[src/rtl/z80_bus_decoder.sv]
module z80_bus_decoder #(
  parameter int AW = 16,
  parameter int DW = 8
) (
  input  logic          clk,
  input  logic          rst_n,
  input  logic [AW-1:0] addr,
  input  logic [DW-1:0] din,
  input  logic          mreq_n,
  input  logic          iorq_n,
  input  logic          rd_n,
  input  logic          wr_n,
  output logic          rom_sel_n,
  output logic          ram_sel_n,
  output logic          shram_req_n,
  output logic          perif_req_n,
  output logic          in1_sel_n,
  output logic          in2_sel_n,
  output logic          in3_sel,
  output logic          uart_sel_n,
  output logic          ctl_wr,
  output logic          sync_n,
  output logic          mute_n,
  output logic          slave_rst_n,
  output logic [1:0]    led_code,
  output logic          led_green,
  output logic          led_red
);

  localparam logic [2:0] P_IN1  = 3'b000;
  localparam logic [2:0] P_IN2  = 3'b001;
  localparam logic [2:0] P_IN3  = 3'b010;
  localparam logic [2:0] P_CTL  = 3'b011;
  localparam logic [2:0] P_UART = 3'b100;
  localparam int         CW     = 5;

  logic          mem_cyc, io_cyc;
  logic [2:0]    hi3, port;
  logic          perif_win;
  logic [CW-1:0] ctl_q;
  logic          wr_prev;

  assign mem_cyc = !mreq_n && iorq_n;
  assign io_cyc  = !iorq_n && mreq_n;
  assign hi3     = addr[AW-1 -: 3];
  assign port    = addr[7:5];
  assign perif_win = (hi3 == 3'b111) && (addr[AW-4 -: 3] == 3'b000);

  assign rom_sel_n   = !(mem_cyc && !hi3[2]);
  assign ram_sel_n   = !(mem_cyc && hi3 == 3'b101);
  assign shram_req_n = !(mem_cyc && hi3 == 3'b110);
  assign perif_req_n = !(mem_cyc && perif_win);

  assign in1_sel_n  = !(io_cyc && !rd_n && port == P_IN1);
  assign in2_sel_n  = !(io_cyc && !rd_n && port == P_IN2);
  assign in3_sel    =   io_cyc && !rd_n && port == P_IN3;
  assign uart_sel_n = !(io_cyc && (!rd_n || !wr_n) && port == P_UART);
  assign ctl_wr     =   io_cyc && !wr_n && port == P_CTL;

  always_ff @(posedge clk) wr_prev <= ctl_wr;

  always_ff @(posedge clk or negedge rst_n)
    if (!rst_n)                 ctl_q <= '0;
    else if (ctl_wr && !wr_prev) ctl_q <= din[CW-1:0];

  assign sync_n      = ctl_q[0];
  assign mute_n      = ctl_q[1];
  assign slave_rst_n = ctl_q[2];
  assign led_code    = ctl_q[4:3];
  assign led_green   = led_code == 2'b01;
  assign led_red     = led_code == 2'b10;


  sel_onehot_chk: assert property (@(posedge clk) disable iff (!rst_n)
    $onehot0({!rom_sel_n, !ram_sel_n, !shram_req_n, !perif_req_n,
              !in1_sel_n, !in2_sel_n, in3_sel, !uart_sel_n, ctl_wr}));


  mem_gate_chk: assert property (@(posedge clk) disable iff (!rst_n)
    (mreq_n || !iorq_n) |-> &{rom_sel_n, ram_sel_n, shram_req_n, perif_req_n});


  rom_range_chk: assert property (@(posedge clk) disable iff (!rst_n)
    !rom_sel_n |-> (addr < 16'h8000));


  perif_range_chk: assert property (@(posedge clk) disable iff (!rst_n)
    !perif_req_n |-> (addr >= 16'hE000 && addr <= 16'hE3FF));


  rd_gate_chk: assert property (@(posedge clk) disable iff (!rst_n)
    (!in1_sel_n || !in2_sel_n || in3_sel) |-> (!rd_n && !iorq_n));


  strobe_gate_chk: assert property (@(posedge clk) disable iff (!rst_n)
    ctl_wr |-> (!wr_n && !iorq_n && mreq_n));


  load_chk: assert property (@(posedge clk) disable iff (!rst_n)
    $rose(ctl_wr) |=> {led_code, slave_rst_n, mute_n, sync_n} == $past(din[4:0]));


  hold_chk: assert property (@(posedge clk) disable iff (!rst_n)
    !$rose(ctl_wr) |=> $stable({led_code, slave_rst_n, mute_n, sync_n}));


  led_excl_chk: assert property (@(posedge clk) disable iff (!rst_n)
    !(led_green && led_red));

endmodule

[config.mk]
export PLATFORM = sky130hd
export DESIGN_NAME = z80_bus_decoder
export DESIGN_NICKNAME = d
export VERILOG_FILES = /design/src/rtl/z80_bus_decoder.sv
export SDC_FILE = /design/constraint.sdc
export NUM_CORES = 1
export LEC_CHECK = 0
export CAP_MARGIN = 30
export CELL_PAD_IN_SITES_DETAIL_PLACEMENT = 0
export CELL_PAD_IN_SITES_GLOBAL_PLACEMENT = 1
export CORE_MARGIN = 4
export CORE_UTILIZATION = 17
export DETAILED_ROUTE_END_ITERATION = 6
export PLACE_DENSITY_LB_ADDON = 0.1
export RECOVER_POWER = 100
export SYNTH_ARGS = -nofsm -noshare
export SYNTH_HDL_FRONTEND = slang
export SYNTH_SLANG_ARGS = --single-unit
[constraint.sdc]
create_clock -name clk -period 3 [get_ports clk]
set_input_delay 0.6 -clock clk [delete_from_list [all_inputs] [get_ports clk]]
set_output_delay 0.6 -clock clk [all_outputs]
set_load 0.005 [all_outputs]
-- Yosys cells after proc, flatten, opt, wreduce, memory -nomap -nowiden
Cells that the tools add are included.
- flip-flop bits (word level): 6
- bits of input ports: 30
- output and inout bits: 16
- equal/unequal tests: 9
- reduce and logical (&&, ||, !) cells: 32
- operators by type and width (cell ; number):
    $logic_and 1x1->1 ; 16
    $logic_not 1->1 ; 13
    $eq 3x3->1 const B ; 4
    $eq 3x2->1 const B ; 2
    $logic_not 3->1 ; 2
    $eq 3x1->1 const B ; 1
    $eq 2x1->1 const B ; 1
    $eq 2x2->1 const B ; 1
    $logic_or 1x1->1 ; 1

-- Depth between registers and ports, before layout
Gate-level depths: netlist of the first run.
- depth after elaboration: 5
- mapped depth: 4

-- Worst setup path after synthesis of the first run
OpenSTA, ideal clock, no wires.
- path kind: input-to-reg
- start point: in iorq_n
- end point: reg ctl_q[0]
- arrival: 1896 ps
- required time: 2875 ps
- setup slack: 979 ps
- stages: 4
- cell sequence: or3b_4 or4_4 buf_6 mux2_4
- word-level cells in the longest chain between the ends: 5
- RTL lines (what ; line ; text):
    start, declared ; 10 ; input logic iorq_n,
    $logic_not 1->1 ; 44 ; assign io_cyc = !iorq_n && mreq_n;
    $logic_and 1x1->1 ; 44 ;
    $logic_and 1x1->1 (2 in a row) ; 58 ; assign ctl_wr = io_cyc && !wr_n && port == P_CTL;
    $logic_and 1x1->1 ; 64 ; else if (ctl_wr && !wr_prev) ctl_q <= din[CW-1:0];
    end signal, assigned ; 64 ;
    end, declared ; 40 ; logic [CW-1:0] ctl_q;
No other way between the ends.
A chain may end at the register's enable or synchronous reset.

-- Worst setup path in the final report of the first run
- start point: in mreq_n
- end point: out in3_sel
- word-level cells in the longest chain between the ends: 3
- RTL lines (what ; line ; text):
    start, declared ; 9 ; input logic mreq_n,
    $logic_and 1x1->1 ; 44 ;
    $logic_and 1x1->1 (2 in a row) ; 56 ; assign in3_sel = io_cyc && !rd_n && port == P_IN3;
    end, declared ; 19 ; output logic in3_sel,
No other way between the ends.

==> results.rst, run 1 <==
.. list-table::
   :header-rows: 1

   * - Metric
     - Value
   * - Critical-path cell list
     - clkdlybuf4s50_1 > or3b_4 > nor4b_2 > clkdlybuf4s50_1
   * - Routed WL per cell
     - 11.0 µm
   * - Top-area cell type share of the netlist area
     - 0.340
   * - Number of buffers on the longest clock path
     - 2
   * - Netlist area before placement
     - 368 µm²
   * - WP buf/inv
     - 2
   * - Transition time at the pin with the least slew margin
     - 0.246 ns
   * - Routability-driven placement congestion ratio
     - 0.591
   * - Critical path start-end classification
     - input pin to output port
   * - Reg2Reg Capture Point
     - ctl_q[4]
   * - Setup slack of the worst register-to-register path
     - 1.59 ns
   * - Adder and majority gate portion of the synthesized area
     - 0
   * - Final worst clock skew
     - 0.00885 ns
   * - CP Capture Point
     - in3_sel
   * - Unique cell type count in the Yosys netlist
     - 17
   * - Final Setup Violations
     - 0
   * - XOR/XNOR Fraction of Synth Area
     - 0
   * - Die Footprint
     - 2970 µm²
   * - Overall global routing resource usage
     - 0.0752
   * - Post-placement worst setup slack
     - 0.0677 ns
   * - Die H
     - 54.5 µm
   * - Number of violations of the max-capacitance limit
     - 0
   * - Number of sinks handled by clock tree synthesis
     - 6
   * - Area leader, netlist
     - dfrtp_1
   * - Crit end category
     - output port
   * - Number of top-level pins
     - 46
   * - Clock tree root buffer cell
     - clkbuf_4
   * - Most frequent cells in the layout
     - 22 x clkdlybuf4s50_1, 13 x dlygate4sd3_1, 5 x dfrtp_1, 4 x mux2_1
   * - Yosys warning total
     - 0
   * - Worst relative slew slack
     - 0.833
   * - Endpoint required time on the critical path
     - 2.40 ns
   * - Ranking of synthesized cells by area
     - dfrtp_1 34%, mux2_4 20%, nand3b_1 6.1%, dfxtp_1 5.4%, nor4b_1 4.8%
   * - H-tree lvl count
     - 1
   * - Maximum fanout along the worst path
     - 4
   * - Most frequent CP cell
     - clkdlybuf4s50_1
   * - Simple-Gate Fraction of Synth Area
     - 0.357
   * - Violation count after the first detailed-route iteration
     - 0
   * - Number of clock buffers inserted by TritonCTS
     - 3
   * - Critical R2R Launch
     - wr_prev
   * - Share of cells above drive strength 1
     - 0.114
   * - Minimum clock period after layout
     - 2.89 ns
   * - Number of antenna violations at the first check in global routing
     - 0
   * - Cell Pwr Density
     - 357 nW/µm²
   * - Arr. time, crit path
     - 2.29 ns
   * - Net count after synthesis
     - 62
   * - Wire length of the first global-routing pass
     - 1610 µm
   * - Category of the worst setup path launch point
     - input pin
   * - Largest net degree at the start of global routing
     - 6
   * - Leakage power summed over all cells
     - 0.292 nW
   * - Crit share post-route
     - 0.965
   * - Routed wire length
     - 1070 µm
   * - Critical path's slowest cell
     - clkdlybuf4s50_1
   * - Vias in the first global route
     - 361
   * - Post-route DRC violation count
     - 0
   * - Average footprint of a synthesized cell
     - 11.5 µm²
   * - Worst path setup slack after routing
     - 0.105 ns
   * - Proportion of synthesized area in mux cells
     - 0.204
   * - Highest cell delay on the worst timing path
     - 0.54 ns
   * - Top achievable clock speed
     - 345 MHz
   * - Startpoint of the lowest-slack hold path
     - ctl_q[2]
   * - Length of the first detailed-routing pass in iterations
     - 1
   * - Critical path's top delay family
     - buffers and inverters
   * - Power, Total
     - 269 µW
   * - Worst voltage drop across the vdd grid
     - 0.000211 V
   * - Vias per cell
     - 3.95
   * - Estimated wirelength of the detail-placed design
     - 866 µm
   * - Largest family of logic cells by synthesized area
     - simple AND/OR/NAND/NOR gates
   * - Fin. max-slew vios
     - 0
   * - Post-synthesis instance total
     - 32
   * - Remaining antenna violation count after routing
     - 0
   * - Die X
     - 54.5 µm
   * - Most common cell after layout, fill and taps aside
     - clkdlybuf4s50_1
   * - Sequential cell area fraction in the yosys report
     - 0.395
   * - Worst hold-check path type
     - register to register
   * - Unrepaired setup endpoints after global routing
     - false
   * - TritonCTS clock tree
     - yes
   * - Post-route setup TNS
     - 0 ns
   * - Gr ovfl total
     - 0
   * - Crit path launch
     - mreq_n
   * - Flip-flop and latch count after synthesis
     - 6
   * - Number of hold violations in the final report
     - 0
   * - Total via count after detailed routing
     - 383
   * - Number of port buffers
     - 35
   * - Compound-gate portion of the synthesized area
     - 0.0136
   * - Clk slew on worst S/H paths
     - 0.04 ns
   * - Initial cell density of the core
     - 0.184
   * - Standard-cell rows
     - 16
   * - ANT cells
     - 0
   * - Worst path depth
     - 4
   * - Outcome
     - completed
   * - Final nets
     - 101
   * - Area overhead of the layout relative to synthesis
     - 105%
   * - R2R depth
     - 2
   * - Floorplan Core Area
     - 2000 µm²
   * - Clk_lat worst skew
     - 0.24 ns
worst min-delay path by stage:
stage / cells past startpoint / slack, ns / end
5_1_grt: 1 / 0.51 / ctl_q[2]
3_5_place_dp: 1 / 0.50 / ctl_q[2]
2_1_floorplan: 0 / 0.30 / ctl_q[0]
6_report: 1 / 0.48 / ctl_q[2]
3_3_place_gp: 1 / 0.49 / ctl_q[0]
4_1_cts: 1 / 0.51 / ctl_q[2]
cells in the mapped netlist:
cell      instances
a21oi_1           1
and3b_2           1
buf_6             1
dfrtp_1           5
dfxtp_1           1
mux2_4            5
nand2_1           2
nand3_1           2
nand3b_1          3
nor2_1            2
nor2b_1           2
nor3_1            1
nor4b_1           2
or2b_1            1
or3b_2            1
or3b_4            1
or4_4             1
per-layer routing:
layer / global-route usage / vias up / share of wire
met5: 0 / - / 0
met4: 0 / 0 / 0
met3: 0.0490 / 0 / 0.12
met2: 0.116 / 20 / 0.47
met1: 0.0933 / 170 / 0.41
li1: - / 193 / -
worst reg2reg max path, delay by kind of cell, from the launching register on:
kind | cells | cell delay, ns
flip-flops | 1 | 0.28
multiplexers | 1 | 0.37
AND/OR/NAND/NOR | 1 | 0.65
what timing repair did:
action / 4_1_cts / 5_1_grt
resized for setup: 0 / 1
hold buffers: 0 / 0
setup buffers: 0 / 0
endpoints found under the setup margin: 0 / 1
area by class of cell:
class,instances,area (µm²)
Clock buffer,4,26.3
Sequential cell,6,145
Multi-Input combinational cell,25,199
Fill cell,214,1250
Timing Repair Buffer,35,350
Tap cell,27,33.8
report_power, final:
| group | internal, mW | switching, mW | total (mW) |
|---|---|---|---|
| Clock | 0.0504 | 0.0295 | 0.0799 |
| Combinational | 0.0624 | 0.0244 | 0.0868 |
| Sequential | 0.0943 | 0.00837 | 0.103 |
| Total | 0.207 | 0.0622 | 0.269 |
through the flow:
stage	cell area, µm²	hold WS [ns]	std cells	utilization
2_1_floorplan	368	0.304	32	-
3_3_place_gp	741	0.493	93	0.370
3_5_place_dp	741	0.497	93	0.370
4_1_cts	767	0.511	97	0.383
5_1_grt	754	0.509	97	0.377
6_report	754	0.481	97	0.377
sequential cells by signal (all words and copies together) (netlist names):
signal,cells
ctl_q,5
wr_prev,1
kinds of logic after synthesis:
logic type	after synthesis
DFF	6
AOI/OAI and AO/OA	1
muxes	5
and+or+nand+nor	19
buffers and inverters	1
No activity file was read; power rests on OpenSTA's default activity.
==> inputs of run 2 (changes only) <==
ABC_AREA = 1   (was not set)
==> results.rst, run 2 <==
.. list-table::
   :header-rows: 1

   * - Metric
     - Value
   * - Outcome
     - completed
   * - Ranking of synthesized cells by area
     - dfrtp_1 30%, nand4_1 12%, nand2_1 11%, nor2_8 9.7%, inv_1 5.4%
   * - Transition time at the pin with the least slew margin
     - 0.525 ns (+0.279 ns)
   * - Vias in the first global route
     - 520 (+44%)
   * - Estimated wirelength of the detail-placed design
     - 1020 µm (+18%)
   * - Resize count post-CTS
     - 0 (unchanged)
   * - Flip-flop count of the largest register, all copies and words added
     - 5 (unchanged)
   * - Floorplan Core Area
     - 2250 µm² (+13%)
   * - Minimum clock period after layout
     - 2.77 ns (-0.125 ns)
   * - Highest cell delay on the worst timing path
     - 0.57 ns (+0.03 ns)
   * - Crit end category
     - output port
   * - Overall global routing resource usage
     - 0.0798 (+0.00461)
   * - Number of antenna violations at the first check in global routing
     - 0 (unchanged)
   * - Leakage power summed over all cells
     - 0.368 nW (+26%)
   * - Worst path setup slack after routing
     - 0.231 ns (+0.125 ns)
   * - Post CTS Setup Buffer Count
     - 0 (unchanged)
   * - Final nets
     - 127 (+26%)
   * - Area overhead of the layout relative to synthesis
     - 97.9%
   * - Number of violations of the max-capacitance limit
     - 0 (unchanged)
   * - Routed wire length
     - 1200 µm (+12%)
   * - Number of clock buffers inserted by TritonCTS
     - 3 (unchanged)
   * - Netlist area before placement
     - 414 µm² (+13%)
   * - Async set-or-reset flop fraction in the synthesized netlist
     - 0.833 (unchanged)
   * - Number of buffers on the longest clock path
     - 2 (unchanged)
   * - Number of flops mapped to enable cells by yosys
     - 0 (unchanged)
   * - Most common cell after layout, fill and taps aside
     - clkdlybuf4s50_1
   * - Number of hold violations in the final report
     - 0 (unchanged)
   * - Most frequent cells in the layout
     - 19 x clkdlybuf4s50_1, 16 x dlygate4sd3_1, 14 x nand2_1, 8 x nand4_1, 7 x nor2_1
   * - Remaining antenna violation count after routing
     - 0 (unchanged)
   * - Setup slack of the worst register-to-register path
     - 2.27 ns (+0.68 ns)
   * - Critical R2R Launch
     - wr_prev
   * - Critical path start-end classification
     - input pin to output port
   * - Cell with the most instances after synthesis
     - nand2_1
   * - Worst relative slew slack
     - 0.649 (-0.185)
   * - Reg2Reg Capture Point
     - ctl_q[3]
   * - Number of hold buffers added after cts
     - 0 (unchanged)
   * - Unique cell type count in the Yosys netlist
     - 16 (-1)
   * - Arr. time, crit path
     - 2.17 ns (-0.12 ns)
   * - Flip-flop and latch count after synthesis
     - 6 (unchanged)
   * - Final worst clock skew
     - 0.00249 ns (-0.00636 ns)
   * - Post-route setup TNS
     - 0 ns (unchanged)
   * - Unrepaired setup endpoints after global routing
     - false
   * - Largest registers ranked by flip-flop count
     - ctl_q x5, wr_prev x1
   * - Clock tree root buffer cell
     - clkbuf_4
   * - Standard-cell rows
     - 17 (+1)
   * - Wire length of the first global-routing pass
     - 2040 µm (+27%)
   * - Die Footprint
     - 3290 µm² (+11%)
   * - Clk slew on worst S/H paths
     - 0.05 ns (about the same)
   * - Maximum fanout along the worst path
     - 4 (unchanged)
   * - Vias per cell
     - 4.08 (+3.3%)
   * - Worst voltage drop across the vdd grid
     - 0.000150 V (-29%)
   * - Top achievable clock speed
     - 361 MHz (+4.5%)
   * - Category of the worst setup path launch point
     - input pin
   * - TritonCTS clock tree
     - yes
   * - Post-placement worst setup slack
     - 0.225 ns (+0.157 ns)
   * - R2R depth
     - 4 (+2)
   * - Clk_lat worst skew
     - 0.24 ns (about the same)
   * - Die H
     - 57.4 µm (+5.2%)
   * - Sequential cell area fraction in the yosys report
     - 0.350 (-0.0441)
   * - Detailed-route wire length on metal 1
     - 503 µm (+16%)
   * - Final cell utilization of the core
     - 0.363 (-0.0134)
   * - Post-route DRC violation count
     - 0 (unchanged)
   * - Post-synthesis instance total
     - 55 (+72%)
   * - Number of fillers in the final layout
     - 265 (+24%)
   * - Top-area cell type share of the netlist area
     - 0.302 (-0.0380)
   * - Cell Pwr Density
     - 333 nW/µm² (-6.7%)
   * - Number of sinks handled by clock tree synthesis
     - 6 (unchanged)
   * - Number of top-level pins
     - 46 (unchanged)
   * - Initial cell density of the core
     - 0.184 (about the same)
   * - Crit share post-route
     - 0.923 (-0.0418)
   * - Startpoint of the lowest-slack hold path
     - ctl_q[0]
   * - H-tree lvl count
     - 1 (unchanged)
   * - Net count after synthesis
     - 85 (+37%)
   * - Routed met3 length
     - 168 µm (+27%)
   * - Sink of the worst hold path
     - ctl_q[0]
   * - Area leader, netlist
     - dfrtp_1
   * - Fin. max-slew vios
     - 0 (unchanged)
   * - Worst hold-check path type
     - register to register
   * - Reg with most FFs
     - ctl_q
   * - Number of port buffers
     - 35 (unchanged)
   * - Number of instances on the worst hold path
     - 2 (+1)
   * - Average footprint of a synthesized cell
     - 7.53 µm² (-34%)
   * - Final Setup Violations
     - 0 (unchanged)
   * - Largest net degree at the start of global routing
     - 7 (+1)
   * - ANT cells
     - 0 (unchanged)
   * - Yosys warning total
     - 0 (unchanged)
   * - List of most frequent post-synthesis cells
     - 12 x nand2_1, 8 x nand4_1, 6 x inv_1, 6 x nor2_1, 5 x dfrtp_1
   * - Routed WL per cell
     - 9.65 µm (-12%)
   * - Length of the first detailed-routing pass in iterations
     - 4 (+3)
   * - Total via count after detailed routing
     - 506 (+32%)
   * - Endpoint required time on the critical path
     - 2.40 ns (about the same)
   * - Violation count after the first detailed-route iteration
     - 9 (+9)
   * - Gr ovfl total
     - 0 (unchanged)
   * - Met2 routed wirelength
     - 524 µm (+4.6%)
   * - DR top layer
     - met3
   * - Routability-driven placement congestion ratio
     - 0.627 (+6.1%)
   * - Share of cells above drive strength 1
     - 0.115 (+0.000298)
   * - Die X
     - 57.4 µm (+5.2%)
   * - Critical-path cell list
     - clkdlybuf4s50_1 > nand2_1 > nor2_1 > nand2_1 > nor2_1 > dlygate4sd3_1
   * - Top_reg_cell synth
     - dfrtp_1
   * - Critical path's slowest cell
     - dlygate4sd3_1
-- run 2: cell count changes in the layout (fill, tap and decap cells not counted), moves of 4 or more --
cell	change
nand4_1	+8
inv_1	+6
nand2_1	+12
nor2_1	+5
mux2_1	-4
-- run 2: metrics by stage --
stage / instance area (µm²) / hold slack, ns / instances / power, mW
2_1_floorplan: 414 / 0.304 / 55 / 0.132
3_3_place_gp: 815 / 0.453 / 120 / 0.207
3_5_place_dp: 815 / 0.457 / 120 / 0.207
4_1_cts: 841 / 0.470 / 124 / 0.292
5_1_grt: 820 / 0.486 / 124 / 0.294
6_report: 820 / 0.459 / 124 / 0.273
-- run 2: cells by family after synthesis --
logic type	Yosys count	synth area share
simple gates	38	0.544
buf+inv	10	0.0936
flops	6	0.350
compound gates	1	0.0121
-- run 2: critical path: cells and delay by family --
family	cells	cell delay, ns
and+or+nand+nor	4	0.54
buffers and inverters	2	1.04
-- run 2: metal layers --
| metal | vias up | track usage |
|---|---|---|
| met1 | 212 | 0.0891 |
| met5 | - | 0 |
| met2 | 27 | 0.123 |
| li1 | 267 | - |
| met3 | 0 | 0.0430 |
| met4 | 0 | 0.0397 |
-- run 2: how the worst max path moves through the flow --
stage	start	slack, ns	cells after the start	endpoint
2_1_floorplan	iorq_n	1.35	5	in3_sel
3_3_place_gp	addr[5]	0.23	4	ctl_wr
3_5_place_dp	addr[5]	0.22	4	ctl_wr
4_1_cts	addr[5]	0.20	4	ctl_wr
5_1_grt	mreq_n	0.12	6	in3_sel
6_report	mreq_n	0.23	6	in3_sel
-- run 2: final cells by class --
type	instances	area, µm²	area share
clock buffer	4	26.3	0.0321
inverter	10	38.8	0.0473
multi-input combinational	39	209	0.255
sequential	6	145	0.177
tap	28	35.0	0.0427
timing repair buffer	37	365	0.446
-- run 2: power by group --
part           internal, mW  leakage [nW]  switching, mW
clock                0.0504        0.0150         0.0300
sequential           0.0935        0.0730        0.00783
combinational        0.0572         0.280         0.0340
